## src/rtl/eow_poll_pkg.sv

```systemverilog
package eow_poll_pkg;
  typedef enum logic [2:0] {
    ST_IDLE,
    ST_POLL_REQ,
    ST_POLL_WAIT,
    ST_CONF_REQ,
    ST_CONF_WAIT
  } eow_state_e;

  localparam logic RULE_DATA   = 1'b0;
  localparam logic RULE_TOGGLE = 1'b1;
endpackage

```

## src/rtl/eow_classify.sv

```systemverilog
module eow_classify #(
  parameter int DATA_W = 8
) (
  input  logic              rule_i,
  input  logic [DATA_W-1:0] rd_data_i,
  input  logic [DATA_W-1:0] exp_data_i,
  input  logic              prev_tog_i,
  input  logic              prev_ok_i,
  output logic              stat_done_o,
  output logic              byte_ok_o
);
  import eow_poll_pkg::*;

  localparam int POLL_BIT = DATA_W - 1;
  localparam int TOG_BIT  = DATA_W - 2;

  logic poll_done;
  logic tog_done;

  // data rule: busy while the top bit is the complement of the expected one
  assign poll_done = (rd_data_i[POLL_BIT] == exp_data_i[POLL_BIT]);
  // toggle rule: done once the toggle bit stops moving between two reads
  assign tog_done  = prev_ok_i && (rd_data_i[TOG_BIT] == prev_tog_i);

  assign stat_done_o = (rule_i == RULE_TOGGLE) ? tog_done : poll_done;
  assign byte_ok_o   = (rd_data_i == exp_data_i);
endmodule

```

## src/rtl/eow_attempt_cnt.sv

```systemverilog
module eow_attempt_cnt #(
  parameter int CNT_W = 16
) (
  input  logic             clk,
  input  logic             rst_n,
  input  logic             clr_i,
  input  logic             inc_i,
  input  logic [CNT_W-1:0] limit_i,
  output logic             last_o
);
  localparam int EXT_W = CNT_W + 1;

  logic [CNT_W-1:0] cnt_q;
  logic [CNT_W-1:0] cnt_d;
  logic             cnt_en;
  logic [EXT_W-1:0] cnt_plus;

  assign cnt_en   = clr_i || inc_i;
  assign cnt_d    = clr_i ? '0 : cnt_q + 1'b1;
  assign cnt_plus = {1'b0, cnt_q} + 1'b1;
  // true when the read now being counted reaches the limit
  assign last_o   = (cnt_plus >= {1'b0, limit_i});

  always_ff @(posedge clk or negedge rst_n) begin
    if (!rst_n) begin
      cnt_q <= '0;
    end else if (cnt_en) begin
      cnt_q <= cnt_d;
    end
  end
endmodule

```

## src/rtl/eow_poll_ctrl.sv

```systemverilog
module eow_poll_ctrl #(
  parameter int ADDR_W = 24,
  parameter int DATA_W = 8,
  parameter int CNT_W  = 16
) (
  input  logic              clk,
  input  logic              rst_n,
  input  logic              start_i,
  input  logic [ADDR_W-1:0] addr_i,
  input  logic [DATA_W-1:0] exp_data_i,
  input  logic              mode_i,
  input  logic [CNT_W-1:0]  max_polls_i,
  output logic              rd_req_o,
  output logic [ADDR_W-1:0] rd_addr_o,
  input  logic              rd_valid_i,
  input  logic [DATA_W-1:0] rd_data_i,
  output logic              busy_o,
  output logic              done_o,
  output logic              success_o,
  output logic              timeout_o
);
  import eow_poll_pkg::*;

  localparam int TOG_BIT = DATA_W - 2;

  eow_state_e        state_q, state_d;
  logic [ADDR_W-1:0] addr_q;
  logic [DATA_W-1:0] exp_q;
  logic              rule_q;
  logic [CNT_W-1:0]  limit_q;
  logic              prev_tog_q, prev_tog_d;
  logic              prev_ok_q, prev_ok_d;
  logic              conf_idx_q, conf_idx_d;
  logic              conf_bad_q, conf_bad_d;
  logic              done_q, done_d;
  logic              succ_q, succ_d;
  logic              tout_q, tout_d;
  logic              cap_en;
  logic              cnt_clr, cnt_inc, cnt_last;
  logic              stat_done, byte_ok;

  eow_classify #(.DATA_W(DATA_W)) classify_i (
    .rule_i      (rule_q),
    .rd_data_i   (rd_data_i),
    .exp_data_i  (exp_q),
    .prev_tog_i  (prev_tog_q),
    .prev_ok_i   (prev_ok_q),
    .stat_done_o (stat_done),
    .byte_ok_o   (byte_ok)
  );

  eow_attempt_cnt #(.CNT_W(CNT_W)) attempt_i (
    .clk     (clk),
    .rst_n   (rst_n),
    .clr_i   (cnt_clr),
    .inc_i   (cnt_inc),
    .limit_i (limit_q),
    .last_o  (cnt_last)
  );

  assign cap_en = (state_q == ST_IDLE) && start_i;

  always_comb begin
    state_d    = state_q;
    prev_tog_d = prev_tog_q;
    prev_ok_d  = prev_ok_q;
    conf_idx_d = conf_idx_q;
    conf_bad_d = conf_bad_q;
    succ_d     = succ_q;
    tout_d     = tout_q;
    done_d     = 1'b0;
    cnt_clr    = 1'b0;
    cnt_inc    = 1'b0;
    case (state_q)
      ST_IDLE: begin
        if (start_i) begin
          state_d   = ST_POLL_REQ;
          prev_ok_d = 1'b0;
          succ_d    = 1'b0;
          tout_d    = 1'b0;
          cnt_clr   = 1'b1;
        end
      end
      ST_POLL_REQ: state_d = ST_POLL_WAIT;
      ST_POLL_WAIT: begin
        if (rd_valid_i) begin
          cnt_inc    = 1'b1;
          prev_tog_d = rd_data_i[TOG_BIT];
          prev_ok_d  = 1'b1;
          if (stat_done && byte_ok) begin
            state_d = ST_IDLE;
            done_d  = 1'b1;
            succ_d  = 1'b1;
          end else if (stat_done) begin
            state_d    = ST_CONF_REQ;
            conf_idx_d = 1'b0;
            conf_bad_d = 1'b0;
          end else if (cnt_last) begin
            state_d = ST_IDLE;
            done_d  = 1'b1;
            tout_d  = 1'b1;
          end else begin
            state_d = ST_POLL_REQ;
          end
        end
      end
      ST_CONF_REQ: state_d = ST_CONF_WAIT;
      ST_CONF_WAIT: begin
        if (rd_valid_i) begin
          if (conf_idx_q) begin
            state_d = ST_IDLE;
            done_d  = 1'b1;
            succ_d  = !conf_bad_q && byte_ok;
          end else begin
            state_d    = ST_CONF_REQ;
            conf_idx_d = 1'b1;
            conf_bad_d = !byte_ok;
          end
        end
      end
      default: state_d = ST_IDLE;
    endcase
  end

  always_ff @(posedge clk or negedge rst_n) begin
    if (!rst_n) begin
      state_q    <= ST_IDLE;
      prev_tog_q <= 1'b0;
      prev_ok_q  <= 1'b0;
      conf_idx_q <= 1'b0;
      conf_bad_q <= 1'b0;
      done_q     <= 1'b0;
      succ_q     <= 1'b0;
      tout_q     <= 1'b0;
    end else begin
      state_q    <= state_d;
      prev_tog_q <= prev_tog_d;
      prev_ok_q  <= prev_ok_d;
      conf_idx_q <= conf_idx_d;
      conf_bad_q <= conf_bad_d;
      done_q     <= done_d;
      succ_q     <= succ_d;
      tout_q     <= tout_d;
    end
  end

  always_ff @(posedge clk or negedge rst_n) begin
    if (!rst_n) begin
      addr_q  <= '0;
      exp_q   <= '0;
      rule_q  <= RULE_DATA;
      limit_q <= '0;
    end else if (cap_en) begin
      addr_q  <= addr_i;
      exp_q   <= exp_data_i;
      rule_q  <= mode_i;
      limit_q <= max_polls_i;
    end
  end

  assign rd_req_o  = (state_q == ST_POLL_REQ) || (state_q == ST_CONF_REQ);
  assign rd_addr_o = addr_q;
  assign busy_o    = (state_q != ST_IDLE);
  assign done_o    = done_q;
  assign success_o = succ_q;
  assign timeout_o = tout_q;
endmodule

```

## config.mk

```make
export PLATFORM = sky130hd
export DESIGN_NAME = eow_poll_ctrl
export DESIGN_NICKNAME = d
export VERILOG_FILES = /design/src/rtl/eow_poll_pkg.sv /design/src/rtl/eow_classify.sv /design/src/rtl/eow_attempt_cnt.sv /design/src/rtl/eow_poll_ctrl.sv
export SDC_FILE = /design/constraint.sdc
export NUM_CORES = 1
export LEC_CHECK = 0
export BUFFER_PORTS_ARGS = -buffer_cell sky130_fd_sc_hd__buf_2
export CORE_AREA = 2 2 100 102
export CTS_CLUSTER_SIZE = 40
export DETAILED_ROUTE_END_ITERATION = 7
export DIE_AREA = 0 0 102 104
export SKIP_LAST_GASP = 1
export SYNTH_ARGS = -nofsm -noshare
export SYNTH_HDL_FRONTEND = slang
export SYNTH_SLANG_ARGS = --single-unit
export TNS_END_PERCENT = 100
```

## constraint.sdc

```tcl
create_clock -name clk -period 3.9 [get_ports clk]
set_input_delay 0 -clock clk [delete_from_list [all_inputs] [get_ports clk]]
set_output_delay 0 -clock clk [all_outputs]
set_load 0.03 [all_outputs]
```

### Yosys cells after proc, flatten, opt, wreduce, memory -nomap -nowiden

Index checks and enable logic that the tools add are counted.

* $add $sub $neg: 2
* order comparisons: 1
* equal/unequal tests: 17
* muxes and demuxes: 41
* reduce and logical (&&, ||, !) cells: 20

Operators with widths (count)
* $mux 1: 27
* $ne 2x2->1 const B: 9
* $reduce_and 6->1: 3
* $add 16x1->17 const B: 1
* $ge 17x16->1: 1
* $add 16x1->16 const B: 1
* $mux 16: 1
* $pmux 3 s5: 1
* $pmux 1 s2: 5
* $mux 3: 3
* $eq 8x8->1: 1
* $eq 3x2->1 const B: 2
* $mux 2: 3
* $reduce_and 3->1: 2
* $reduce_bool 3->1: 2
* $reduce_and 5->1: 1
* $logic_and 1x1->1: 4
* $reduce_bool 2->1: 2
* $eq 3x1->1 const B: 1
* $eq 3x3->1 const B: 1
* $logic_not 3->1: 1
* $pmux 1 s3: 1
* $eq 1x1->1: 2
* $logic_not 1->1: 2
* other kinds (3): 4

* register bits after elaboration: 75
* output and inout bits: 29

### Logic depth before layout (Yosys ltp)

* depth after elaboration: 7
* depth in mapped cells: 12
* gate-level depth less buffers: 12

### Cells and area by module

From an unflattened synthesis, not the netlist that was laid out.

* cells, all modules: 350
* area total of the unflattened synthesis: 4214.0 um2

By module, submodules not included
* eow_poll_ctrl: instances 1, cells an instance 165, area each 2642.5 um2, seq. area each 1476.4 um2
* eow_attempt_cnt: instances 1, cells an instance 171, area each 1445.1 um2, seq. area each 400.4 um2
* eow_classify: instances 1, cells an instance 14, area each 126.4 um2, seq. area each 0.0 um2

### Worst setup path after synthesis

No wires, ideal clock.

* kind: register to register
* start point: reg attempt_i.cnt_q[0]
* end point: reg state_q[0]
* library setup time: 104 ps
* arrival: 2617 ps
* data required time: 3796 ps
* setup slack: 1179 ps
* stages on the path, launching flop included: 12
* path buffers: 0
* period minus slack after synthesis: 2721 ps
* path through: dfrtp_1 ha_1 and3_2 nand3_1 xnor2_1 ha_1 a211oi_2 nor2_1 a2111oi_4 nor3_2 or4_1 o311ai_1

* cells in the longest elaborated chain, start to end: 7

Ends and longest elaborated chain
* from (decl): line eow_attempt_cnt.sv:13 `logic [CNT_W-1:0] cnt_q;`
* from (signal assigned): line eow_attempt_cnt.sv:28 `cnt_q <= cnt_d;`
* $add 16x1->17: line eow_attempt_cnt.sv:20 `assign cnt_plus = {1'b0, cnt_q} + 1'b1;`
* $ge 17x16->1: line eow_attempt_cnt.sv:22 `assign last_o = (cnt_plus >= {1'b0, limit_i});`
* $mux 1: line eow_poll_ctrl.sv:98 `end else if (cnt_last) begin`
* $mux 2: line eow_poll_ctrl.sv:94 `end else if (stat_done) begin`
* $mux 2: line eow_poll_ctrl.sv:90 `if (stat_done && byte_ok) begin`
* $mux 3: line eow_poll_ctrl.sv:86 `if (rd_valid_i) begin`
* $pmux 3 s5: line eow_poll_ctrl.sv:74 `case (state_q)`
* to (signal assigned): line eow_poll_ctrl.sv:136 `state_q <= state_d;`
* to (decl): line eow_poll_ctrl.sv:26 `eow_state_e state_q, state_d;`

No other way between the ends. The select of a mux whose other input is x is not followed.
A chain may end at the register's enable or synchronous reset.

### Final worst setup path

Ends and elaborated chain as after synthesis.

==> qor.csv <==
metric,value,unit
Worst slew margin,0.374,
Syn. warnings,0,
Max-Cap Viols,0,
antenna-violating nets left,0,
Worst Hold Class,primary input to flip-flop,
nets,567,
Pwr Density,665,nW/um^2
FF-to-FF setup slack,970,ps
crit path from,attempt_i.cnt_q[0]$_DFFE_PN0P_,
Syn Inst Count,347,
Core Area,9550,sq um
number of clock buffers inserted by TritonCTS,9,
largest net degree at the start of global routing,76,
endpoint of the worst-slack reg-to-reg timing path,state_q[0]$_DFFE_PN0P_,
routed vias/inst,4.91,
Setup crit end,state_q[0]$_DFFE_PN0P_,
Setup crit end kind,flip-flop,
Max Transition Viols Final,0,
GR Util All Layers,0.174,
"slowest stage delay, CP",470,ps
routed vias,3076,
fin crit share,0.750,
CTS Root Cell,clkbuf_8,
Slew @ Worst Pin,939,ps
endpoints failing setup,0,
"Seq/Total Area, Yosys",0.501,
Post-synth top flop,dfrtp_1,
chip height,104,um
number of diodes,0,
Startpoint Class,flip-flop,
CTS sink count,75,
port bufs,89,
final setup TNS,0,ps
"most common cell after layout, fill and taps aside",buf_2,
CP arrival,3170,ps
number of DRC markers in iteration 0,116,
Synth Net Count,425,
DIE WIDTH,102,um
Final Hold Vio Count,0,
Initial Util,0.392,
most frequent cells in the layout,"buf_2 (88), dfrtp_1 (75), dlygate4sd3_1 (52), nand2_1 (36), o21ai_0 (35)",
Die ar.,10600,sq um
Post-synth EDFFs,0,
FP Rows,36,
H-tree Lvls,3,
iteration count of the initial detailed-routing pass,4,
clock slew at reported path FFs,80,ps
Period minus WS final,2930,ps
DRC Markers,0,
Routed WL,8570,um
Crit Path Max Fanout,6,
clk_lat worst skew,350,ps
post-cts resize count,0,
Max rail drop VDD,0.489,mV
slowest CP cell,or4_1,
Max Clock Freq,342,MHz
share of cells above drive strength 1,0.302,
gr ovfl total,0,
initial antenna violation count,0,
vias in the first global route,3282,
worst r2r src,attempt_i.cnt_q[0]$_DFFE_PN0P_,
TritonCTS clock tree,done,
Max Clock Skew,12.9,ps
count of boundary I/O pins,90,
status,finished clean,
Crit Path Class,flip-flop to flip-flop,
Mean Syn Cell Area,10.8,sq um
Longest Clk Path Bufs,2,
mapped cell area,3750,sq um
first-pass GRT wire length,14800,um
worst reg-to-reg path cell count,11,
DR WL/cell,13.7,um
asr flop ratio synth,1.00,
DP Wirelength,5760,um
final std cells w/o fill,627,
Leakage,2.42,nW
GPL Wtd Cong,0.805,
RSZ-0062 raised after global routing,false,
placed cell count,559,
critical-path cell list,ha_1 > and3_2 > nand3_1 > xnor2_1 > ha_1 > a211oi_2 > nor2_1 > a2111oi_4 > nor3_2 > or4_1 > o311ai_1,
required time worst endpoint,4140,ps
number of distinct library cells after synthesis,41,
Area growth syn-to-layout,35.5,%
"FF+latch count, synth",75,
Most common cell on crit path,ha_1,
## synth_stat cells (all sizes together), types with 2 or more instances
library cell  instances  area, sq um
xor2                 13          114
xnor2                10         87.6
ha                   17          213
or3                   2         12.5
a21o                  3         22.5
nor2b                 2         12.5
clkbuf                4         15.0
nand2                36          135
nand3                14         82.6
inv                  21         78.8
nor3                  4         30.0
and4                  2         17.5
o21ai                36          180
nor2                 14         52.6
buf                   9         52.6
and2                  2         12.5
o31ai                 3         22.5
dfrtp                75         1880
o311ai                2         17.5
nor3b                 2         15.0
a22o                  8         70.1
a21oi                10         50.1
nor4                  3         18.8
mux2                 34          383
nand4                 7         43.8
and3                  5         33.8
## cell type report
cell class              instances  area (sq um)
flip-flops and latches         75          1880
repair buffers                144           991
inverters                      21          78.8
well taps                     133           166
clock buffers                  10           128
multi-input cells             238          1730
fillers                       911          4470
clock inverters                 6           113
## worst min path at each step
stage | from | end | slack [ps] | cells after the start
3_5_place_dp | rst_n | limit_q[4]$_DFFE_PN0P_ | 210 | 1
5_1_grt | start_i | state_q[0]$_DFFE_PN0P_ | 60 | 3
2_1_floorplan | rst_n | attempt_i.cnt_q[0]$_DFFE_PN0P_ | -300 | 0
6_report | start_i | state_q[0]$_DFFE_PN0P_ | 40 | 3
3_3_place_gp | rst_n | limit_q[3]$_DFFE_PN0P_ | 210 | 1
4_1_cts | start_i | state_q[0]$_DFFE_PN0P_ | 30 | 3
## worst max-delay path: cells and delay by family, from the launching register on
family / cells / cell delay, ps
AND/OR/NAND/NOR: 5 / 1010
AO/OA/AOI/OAI: 3 / 640
adder cells (fa/ha/maj): 2 / 540
flip-flops: 1 / 430
XOR/XNOR: 1 / 200
## metal layers
metal  track usage  share of wire  vias up  wire (um)
li1              -              -     1505          -
met1         0.210           0.44     1479       3740
met2         0.303           0.50       84       4320
met3        0.0565          0.053        8        455
met4        0.0343         0.0073        0         63
met5             0              0        -          0
## what timing repair did
item | 4_1_cts | 5_1_grt
endpoints found under the hold margin | 128 | 0
setup endpoints to repair | 0 | 0
hold buffers | 52 | 0
setup buffers | 0 | 0
## per-stage QoR
step           power [W]   util  hold WS, ps  setup slack [ps]  cell area [sq um]
6_report         0.00338  0.532         42.6               973               5080
5_1_grt          0.00361  0.532         59.5               742               5080
4_1_cts          0.00341  0.532         25.4               968               5080
3_5_place_dp     0.00263  0.452          211               982               4320
3_3_place_gp     0.00260  0.452          205              1040               4320
2_1_floorplan    0.00225      -         -296              1180               3750
## cell families after synthesis
family                     count (synthesis)  share of synthesized area
AOI/OAI and AO/OA                         68                      0.117
xor gates and xnor gates                  23                     0.0538
adders and majority gates                 17                     0.0568
buffers and inverters                     34                     0.0391
DFF                                       75                      0.501
muxes                                     35                      0.105
and+or+nand+nor                           95                      0.128
## where the power goes
part | switching [W] | leakage, nW | internal, W
clock network | 0.000301 | 0.121 | 0.000428
logic | 0.000837 | 1.36 | 0.000560
registers | 0.000171 | 0.937 | 0.00108
total | 0.00131 | 2.42 | 0.00207
## sequential cells by signal, indices dropped and copies added, names as in the netlist
name	count
rd_addr_o	24
attempt_i.cnt_q	16
limit_q	16
exp_q	8
state_q	3
conf_bad_q	1
conf_idx_q	1
done_o	1
prev_ok_q	1
prev_tog_q	1
rule_q	1
success_o	1
timeout_o	1
Power figures use the tool's default switching activity.
